`config.mk`:
```
export PLATFORM = sky130hd
export DESIGN_NAME = ring_dma_chan
export DESIGN_NICKNAME = d
export VERILOG_FILES = /design/src/rtl/ring_dma_pkg.sv /design/src/rtl/ring_dma_ctrl.sv /design/src/rtl/ring_dma_datapath.sv /design/src/rtl/ring_dma_chan.sv
export SDC_FILE = /design/constraint.sdc
export NUM_CORES = 1
export LEC_CHECK = 0
export BUFFER_PORTS_ARGS = -buffer_cell sky130_fd_sc_hd__clkbuf_2
export CORE_AREA = 2 2 451 453
export CTS_CLUSTER_SIZE = 28
export DETAILED_ROUTE_END_ITERATION = 16
export DIE_AREA = 0 0 453 455
export GPL_TIMING_DRIVEN = 0
export PLACE_DENSITY_LB_ADDON = 0.15
export SYNTH_ARGS = -nofsm -noshare
export SYNTH_HDL_FRONTEND = slang
export SYNTH_SLANG_ARGS = --single-unit
```
`constraint.sdc`:
```
create_clock -name clk -period 5.9 [get_ports clk]
set_clock_uncertainty 0.05 [all_clocks]
set_input_delay 0.59 -clock clk [delete_from_list [all_inputs] [get_ports clk]]
set_output_delay 0.59 -clock clk [all_outputs]
set_load 0.05 [all_outputs]
```
`src/rtl/ring_dma_pkg.sv`:
```
package ring_dma_pkg;
  localparam int PTR_W  = 8;
  localparam int SIZE_W = 3;

  // strobes issued by control toward the datapath
  typedef struct packed {
    logic hwAdvance;
    logic ptrClear;
    logic bufLoadMem;
    logic bufLoadSlot;
    logic lastLoad;
  } dmaStrobes_t;
endpackage

```
`src/rtl/ring_dma_ctrl.sv`:
```
module ring_dma_ctrl
  import ring_dma_pkg::*;
(
  input  logic                clk,
  input  logic                rstN,
  input  logic                ctrlWr,
  input  logic [31:0]         ctrlWdata,
  input  logic                cfgDirOut,
  input  logic [PTR_W-1:0]    hwPtr,
  input  logic                memAck,
  input  logic                slotPull,
  input  logic                slotPush,
  output dmaStrobes_t         stb,
  output logic                memReq,
  output logic [SIZE_W-1:0]   sizeSel,
  output logic                enable,
  output logic [2:0]          tmaskSel,
  output logic [PTR_W-1:0]    trigPtr,
  output logic [PTR_W-1:0]    swPtr,
  output logic [PTR_W-1:0]    ringMask,
  output logic                overflowFlag,
  output logic                underflowFlag
);
  logic bufValid;
  logic wrReset, wrClear, clearAny, xfer, pullOk, pushOk;
  logic [PTR_W-1:0] nextHw;

  assign wrReset  = ctrlWr & ctrlWdata[31];
  assign wrClear  = ctrlWr & ~ctrlWdata[31] & ~ctrlWdata[27] & (ctrlWdata[15:0] == 16'h0);
  assign clearAny = wrReset | wrClear;

  assign ringMask = 8'hFF >> (3'd7 - sizeSel);
  assign nextHw   = (hwPtr + 8'd1) & ringMask;

  always_comb begin
    if (!enable)       memReq = 1'b0;
    else if (cfgDirOut) memReq = ~bufValid & (hwPtr != swPtr);
    else                memReq = bufValid & (nextHw != swPtr);
  end

  assign xfer   = memReq & memAck & ~clearAny;
  assign pullOk = enable & cfgDirOut & slotPull & bufValid & ~clearAny;
  assign pushOk = enable & ~cfgDirOut & slotPush & ~bufValid & ~clearAny;

  always_comb begin
    stb             = '0;
    stb.hwAdvance   = xfer;
    stb.ptrClear    = clearAny;
    stb.bufLoadMem  = xfer & cfgDirOut;
    stb.bufLoadSlot = pushOk;
    stb.lastLoad    = pullOk;
  end

  always_ff @(posedge clk or negedge rstN) begin
    if (!rstN) begin
      sizeSel <= '0; enable <= 1'b0; tmaskSel <= '0;
      trigPtr <= '0; swPtr <= '0; bufValid <= 1'b0;
      overflowFlag <= 1'b0; underflowFlag <= 1'b0;
    end else begin
      overflowFlag  <= enable & ~cfgDirOut & slotPush & bufValid & ~clearAny;
      underflowFlag <= enable & cfgDirOut & slotPull & ~bufValid & ~clearAny;
      if (wrReset) begin
        sizeSel <= '0; enable <= 1'b0; tmaskSel <= '0;
        trigPtr <= '0; swPtr <= '0;
      end else if (ctrlWr) begin
        sizeSel  <= ctrlWdata[30:28];
        enable   <= ctrlWdata[27];
        tmaskSel <= ctrlWdata[26:24];
        trigPtr  <= ctrlWdata[23:16];
        swPtr    <= cfgDirOut ? ctrlWdata[7:0] : ctrlWdata[15:8];
      end
      if (clearAny)                   bufValid <= 1'b0;
      else if (xfer | pushOk)         bufValid <= cfgDirOut ? 1'b1 : ~xfer;
      else if (pullOk)                bufValid <= 1'b0;
    end
  end
endmodule

```
`src/rtl/ring_dma_datapath.sv`:
```
module ring_dma_datapath
  import ring_dma_pkg::*;
#(
  parameter int CHUNK_BYTES = 32,
  parameter int BASE_W      = 32,
  parameter int ADDR_W      = 40,
  localparam int DATA_W      = CHUNK_BYTES * 8,
  localparam int CHUNK_SHIFT = $clog2(CHUNK_BYTES),
  localparam int BASE_SHIFT  = ADDR_W - BASE_W
)(
  input  logic               clk,
  input  logic               rstN,
  input  dmaStrobes_t        stb,
  input  logic [BASE_W-1:0]  baseWord,
  input  logic               cfgDirOut,
  input  logic               cfgWide,
  input  logic               enable,
  input  logic [2:0]         tmaskSel,
  input  logic [PTR_W-1:0]   trigPtr,
  input  logic [PTR_W-1:0]   ringMask,
  input  logic [DATA_W-1:0]  memRdata,
  input  logic [DATA_W-1:0]  slotInData,
  output logic [PTR_W-1:0]   hwPtr,
  output logic [ADDR_W-1:0]  memAddr,
  output logic [DATA_W-1:0]  memWdata,
  output logic [DATA_W-1:0]  slotData,
  output logic               trigIrq
);
  logic [DATA_W-1:0] xorPat, bufData, lastChunk;
  logic [PTR_W-1:0]  nextHw, trigMask;

  for (genvar b = 0; b < CHUNK_BYTES; b++) begin : g_fmt
    assign xorPat[8*b +: 8] = cfgWide ? 8'h00 : 8'h80;
  end

  assign nextHw   = (hwPtr + 8'd1) & ringMask;
  assign trigMask = 8'hFF >> tmaskSel;

  always_ff @(posedge clk or negedge rstN) begin
    if (!rstN) begin
      hwPtr <= '0; bufData <= '0; lastChunk <= '0; trigIrq <= 1'b0;
    end else if (stb.ptrClear) begin
      hwPtr <= '0; bufData <= '0; lastChunk <= '0; trigIrq <= 1'b0;
    end else begin
      trigIrq <= stb.hwAdvance & ((nextHw & trigMask) == (trigPtr & trigMask));
      if (stb.hwAdvance)   hwPtr     <= nextHw;
      if (stb.bufLoadMem)  bufData   <= memRdata ^ xorPat;
      if (stb.bufLoadSlot) bufData   <= slotInData ^ xorPat;
      if (stb.lastLoad)    lastChunk <= bufData;
    end
  end

  assign memAddr  = {baseWord, {BASE_SHIFT{1'b0}}} + (ADDR_W'(hwPtr) << CHUNK_SHIFT);
  assign memWdata = bufData;
  assign slotData = (enable & cfgDirOut) ? lastChunk : '0;
endmodule

```
`src/rtl/ring_dma_chan.sv`:
```
module ring_dma_chan
  import ring_dma_pkg::*;
#(
  parameter int CHUNK_BYTES = 32,
  parameter int BASE_W      = 32,
  parameter int ADDR_W      = 40,
  localparam int DATA_W     = CHUNK_BYTES * 8
)(
  input  logic              clk,
  input  logic              rstN,
  input  logic              ctrlWr,
  input  logic [31:0]       ctrlWdata,
  output logic [31:0]       ctrlRdata,
  input  logic [BASE_W-1:0] baseWord,
  input  logic              cfgDirOut,
  input  logic              cfgWide,
  output logic              memReq,
  output logic              memWrite,
  output logic [ADDR_W-1:0] memAddr,
  output logic [DATA_W-1:0] memWdata,
  input  logic              memAck,
  input  logic [DATA_W-1:0] memRdata,
  input  logic              slotPull,
  output logic [DATA_W-1:0] slotData,
  input  logic              slotPush,
  input  logic [DATA_W-1:0] slotInData,
  output logic              trigIrq,
  output logic              overflowFlag,
  output logic              underflowFlag
);
  dmaStrobes_t       stb;
  logic [PTR_W-1:0]  hwPtr, swPtr, trigPtr, ringMask;
  logic [SIZE_W-1:0] sizeSel;
  logic [2:0]        tmaskSel;
  logic              enable;

  ring_dma_ctrl u_ctrl (
    .clk, .rstN, .ctrlWr, .ctrlWdata, .cfgDirOut, .hwPtr, .memAck,
    .slotPull, .slotPush, .stb, .memReq, .sizeSel, .enable, .tmaskSel,
    .trigPtr, .swPtr, .ringMask, .overflowFlag, .underflowFlag
  );

  ring_dma_datapath #(.CHUNK_BYTES(CHUNK_BYTES), .BASE_W(BASE_W), .ADDR_W(ADDR_W)) u_dp (
    .clk, .rstN, .stb, .baseWord, .cfgDirOut, .cfgWide, .enable, .tmaskSel,
    .trigPtr, .ringMask, .memRdata, .slotInData, .hwPtr, .memAddr, .memWdata,
    .slotData, .trigIrq
  );

  assign memWrite  = ~cfgDirOut;
  assign ctrlRdata = {1'b0, sizeSel, enable, tmaskSel, trigPtr,
                      cfgDirOut ? hwPtr : swPtr,
                      cfgDirOut ? swPtr : hwPtr};
endmodule

```
==> summary by stage <==
Floorplan
The number of I/O pins is about 1200. The floorplan row count is 165. The initial utilization of the core area, before any placement, comes to 13.8%. The height of the die is 455 microns. Measured along the x axis, the die boundary spans approximately 450 microns.

The die covers between 200000 and 250000 sq um. In this run the standard cell core region covers between 200000 and 250000 sq um.

Layout
Once layout is complete, the cells apart from fillers number 7022. The number of filler cells placed in the layout is between 20000 and 25000. The post-layout net count is around 4900. Measured on the finished design, the core utilization comes to 19.8%. The summed area of non-filler cells in the final layout is around 40000 sq um. Relative to the synthesized area, the layout overhead comes to 44.2%.

The layout cell share with drive strength beyond 1 is 32.6%.

Synth
The number of different library cells used by synthesis comes to 55. For this run, the number of Yosys warnings is 0. The register bit total from synthesis is 547. The post-synthesis cell type with the largest combined area is sky130_fd_sc_hd__dfrtp_1.

The commonest cells after synthesis are sky130_fd_sc_hd__nand2_1, sky130_fd_sc_hd__dfrtp_1, sky130_fd_sc_hd__mux2i_1. The share of flip-flops with an asynchronous set or reset is 100%. The most frequent cell after synthesis is sky130_fd_sc_hd__nand2_1. Of the post-synthesis cell area, the dominant cell type holds around half. The post-synthesis instance area is ~28000 sq um. The number of flops mapped to enable cells by yosys is 0. By area the synthesized netlist is led by sky130_fd_sc_hd__dfrtp_1, sky130_fd_sc_hd__nand2_1, sky130_fd_sc_hd__mux2i_1, sky130_fd_sc_hd__o31ai_1, sky130_fd_sc_hd__and3_1. The average cell area after synthesis is 9.22 sq um. The most common flop cell mapped by yosys is sky130_fd_sc_hd__dfrtp_1. The gate count of the mapped netlist is 3001. The sequential-to-total area share from yosys stat is about 49%.

Routing
The total via count after detailed routing is 28500. The number of violations reported at the end of detailed-routing iteration 0 is approximately 1800. The residual antenna-violating net count after detailed routing is 0. After detailed routing, the average wire length per cell comes to 29.4 microns.

In the routed layout, each cell is associated on average with a via count of 4.05. The routed design has slightly above 200000 microns of wire. The count of TritonRoute iterations in the first routing pass is 5. For this run, design rule violations remaining after detail routing come to 0.

Timing
The time the worst path needs with I/O delays and setup is 4.83 ns. The max-slew violation count is 0. Setup repair after global routing left no endpoint under its margin. The transition at the pin with the smallest max-transition slack is 1.29 ns. The total setup violations reported at the end of the flow is 0. The final hold slack is around 0.074 ns. The final number of hold-violating endpoints came to 0. The worst path uses 81.9% of the clock period. Derived from the worst setup path, the maximum achievable clock frequency is 0.207 GHz.

The worst relative slew slack is 14.0%.

Setup path
The maximum fanout along the worst path is 11. The depth of the worst register-to-register path is 7. Data on the critical path is required at its endpoint by 5.26 ns. The endpoint type of the worst setup path is an output pin. The worst reg-to-reg setup slack is ~1.4 ns.

The critical path class is reg -> out. The data arrival time at the worst-slack endpoint is 4.19 ns. In this run the critical register-to-register path is launched from u_ctrl.enable. The endpoint identified for the worst register-to-register timing path is u_dp.lastChunk[224].

The worst setup path is launched from a register.

Global routing
The wire length of the first global-routing pass is 269000 microns. The initial antenna violation count is slightly below 70. The total grt overflow is 0. In the global route stage, met3 resource usage came out at 5.48%. The most congested layer reported by global routing is met2.

For this run, global-route usage on met2 was measured as about 34%. Entering global routing, the biggest net connects 97 pins. The via count of the first global-routing pass is 28700. The total routing resource utilization after global routing is between 15 and 20%.

In the global route stage, met1 resource usage came out at 22.7%.

Status
The run finished with clean final reports.

Pwr
Power spread over the standard cell area amounts to ~330 nW/um^2. The static power due to leakage is between 0.015 and 0.02 uW. VDD sags by at most ~0.18 mV.

Worst hold path
The cell count of the worst hold path is 3. The tightest min-delay check is of the in -> reg type. The startpoint of the most critical hold path is ctrlWdata[29]. For hold timing, the worst endpoint is u_ctrl.sizeSel[1].

CTS
The number of buffers added by the clock tree synthesis step is 80. The clock latency on the worst-skew pair is 0.71 ns. TritonCTS built the clock tree. The buffer depth of the longest clock path is 3.

The level count of the clock H-tree is 3. The root buffer cell is sky130_fd_sc_hd__clkbuf_16. The clock-pin slew on the worst setup and hold paths is approximately 0.06 ns. Once the clock tree was built, the resizer swapped 0 gates to a different size.

After clock tree synthesis, the flow added hold-fix buffers numbering 11. Post-CTS timing repair inserted 0 buffers for setup. The CTS sink count is 547.

Place
The number of placed instances with taps included is 6848. The wire-length estimate of the detail-placed layout is 171000 microns. The cell area reported after detailed placement is 37100 sq um. The congestion estimate from routability-driven global placement came to a little under 1. The count of port buffers added during placement is 1163.

Job
The number of max-cap violations is 0.
## worst max-delay path, stage by stage (launching register included)
cell                       delay, ns
sky130_fd_sc_hd__dfrtp_1        0.42
sky130_fd_sc_hd__clkbuf_1       0.83
sky130_fd_sc_hd__clkbuf_1       0.90
sky130_fd_sc_hd__clkbuf_1       0.49
sky130_fd_sc_hd__and3_1         0.45
sky130_fd_sc_hd__clkbuf_2       0.36
## power by group
part           leakage, uW  switching [uW]  total [uW]  internal (uW)
registers          0.00728             421        4550           4130
clock network      0.00131            2040        5070           3030
logic               0.0104            2690        3450            761
## sequential cells by signal, summed over array words and instances, names as in the netlist
signal                cells
u_dp.lastChunk          256
u_dp.memWdata           256
u_ctrl.swPtr              8
u_ctrl.trigPtr            8
u_dp.hwPtr                8
u_ctrl.sizeSel            3
u_ctrl.tmaskSel           3
u_ctrl.bufValid           1
u_ctrl.enable             1
u_ctrl.overflowFlag       1
u_ctrl.underflowFlag      1
u_dp.trigIrq              1
## stage by stage
step | total power, uW | TNS [ns] | setup slack (ns)
global placement | 8110 | -6110.80 | -11.54
floorplan | 6500 | 0 | 2.11
detailed placement | 8120 | 0 | 1.05
CTS | 13300 | 0 | 0.514
finish | 13100 | 0 | 1.07
global route | 13600 | 0 | 0.698
## cell type report
type | instances | area [sq um] | share of cell area [%]
antenna | 19 | 47.5 | 0.119
buffer | 293 | 1280 | 3.21
clock buffer | 122 | 2370 | 5.94
clock inverter | 21 | 325 | 0.815
inverter | 33 | 124 | 0.310
multi-input combinational | 2133 | 12600 | 31.6
sequential | 547 | 13700 | 34.3
tap | 2672 | 3340 | 8.38
timing repair buffer | 1182 | 6120 | 15.3
## layer usage
metal  wire, microns  vias to the layer above  share of wire [%]
met5             234                        -               0.11
met4            6530                       36                3.2
met3           14600                      238                7.1
met2          104000                      941                 50
met1           81400                    14300                 39
li1                -                    13000                  -
## kinds of logic (layout without fill, tap and decap cells)
| kind of cell | count (synthesis) | after routing | share of synthesized area [%] |
|---|---|---|---|
| xor gates and xnor gates | 79 | 79 | 2.50 |
| other | 1 | 25 | 0.0135 |
| buffers and inverters | 326 | 1651 | 5.04 |
| DFF | 547 | 547 | 49.5 |
| muxes | 279 | 279 | 10.1 |
| AOI/OAI and AO/OA | 593 | 593 | 13.5 |
| and+or+nand+nor | 1169 | 1169 | 19.0 |
| adders and majority gates | 7 | 7 | 0.344 |
## cells in the final DEF, fill, tap and decap left out, types with 7 or more instances in the layout
cell | netlist | final
sky130_fd_sc_hd__a21oi_1 | 266 | 266
sky130_fd_sc_hd__nand2_1 | 826 | 826
sky130_fd_sc_hd__diode_2 | 0 | 19
sky130_fd_sc_hd__clkbuf_16 | 0 | 81
sky130_fd_sc_hd__buf_4 | 14 | 14
sky130_fd_sc_hd__o22ai_1 | 9 | 9
sky130_fd_sc_hd__clkbuf_8 | 0 | 20
sky130_fd_sc_hd__mux2i_1 | 273 | 273
sky130_fd_sc_hd__xnor2_1 | 59 | 59
sky130_fd_sc_hd__clkbuf_2 | 0 | 1168
sky130_fd_sc_hd__nand3_1 | 14 | 14
sky130_fd_sc_hd__dlygate4sd3_1 | 0 | 11
sky130_fd_sc_hd__nor2_1 | 14 | 14
sky130_fd_sc_hd__buf_1 | 15 | 15
sky130_fd_sc_hd__o21ai_0 | 32 | 32
sky130_fd_sc_hd__nor3_1 | 9 | 9
sky130_fd_sc_hd__clkbuf_1 | 178 | 194
sky130_fd_sc_hd__o31ai_1 | 259 | 259
sky130_fd_sc_hd__and3_1 | 260 | 260
sky130_fd_sc_hd__nand4_1 | 11 | 11
sky130_fd_sc_hd__dfrtp_1 | 547 | 547
sky130_fd_sc_hd__inv_1 | 33 | 33
sky130_fd_sc_hd__and4_1 | 7 | 7
sky130_fd_sc_hd__buf_2 | 84 | 85
sky130_fd_sc_hd__xor2_1 | 20 | 20
sky130_fd_sc_hd__clkinv_2 | 0 | 7
## worst max-delay path by stage
stage | from | endpoint | slack (ns) | cells after the start
after CTS | u_ctrl.enable | slotData[152] | 0.51 | 5
after global routing | u_ctrl.enable | slotData[151] | 0.70 | 5
after floorplan | baseWord[0] | memAddr[26] | 2.11 | 9
after detailed placement | u_ctrl.enable | u_dp.lastChunk[224] | 1.05 | 7
after global placement | rstN | u_dp.memWdata[122] | -11.54 | 1
final | u_ctrl.enable | slotData[213] | 1.07 | 5
Note: power is estimated with default switching activity, not from simulation.
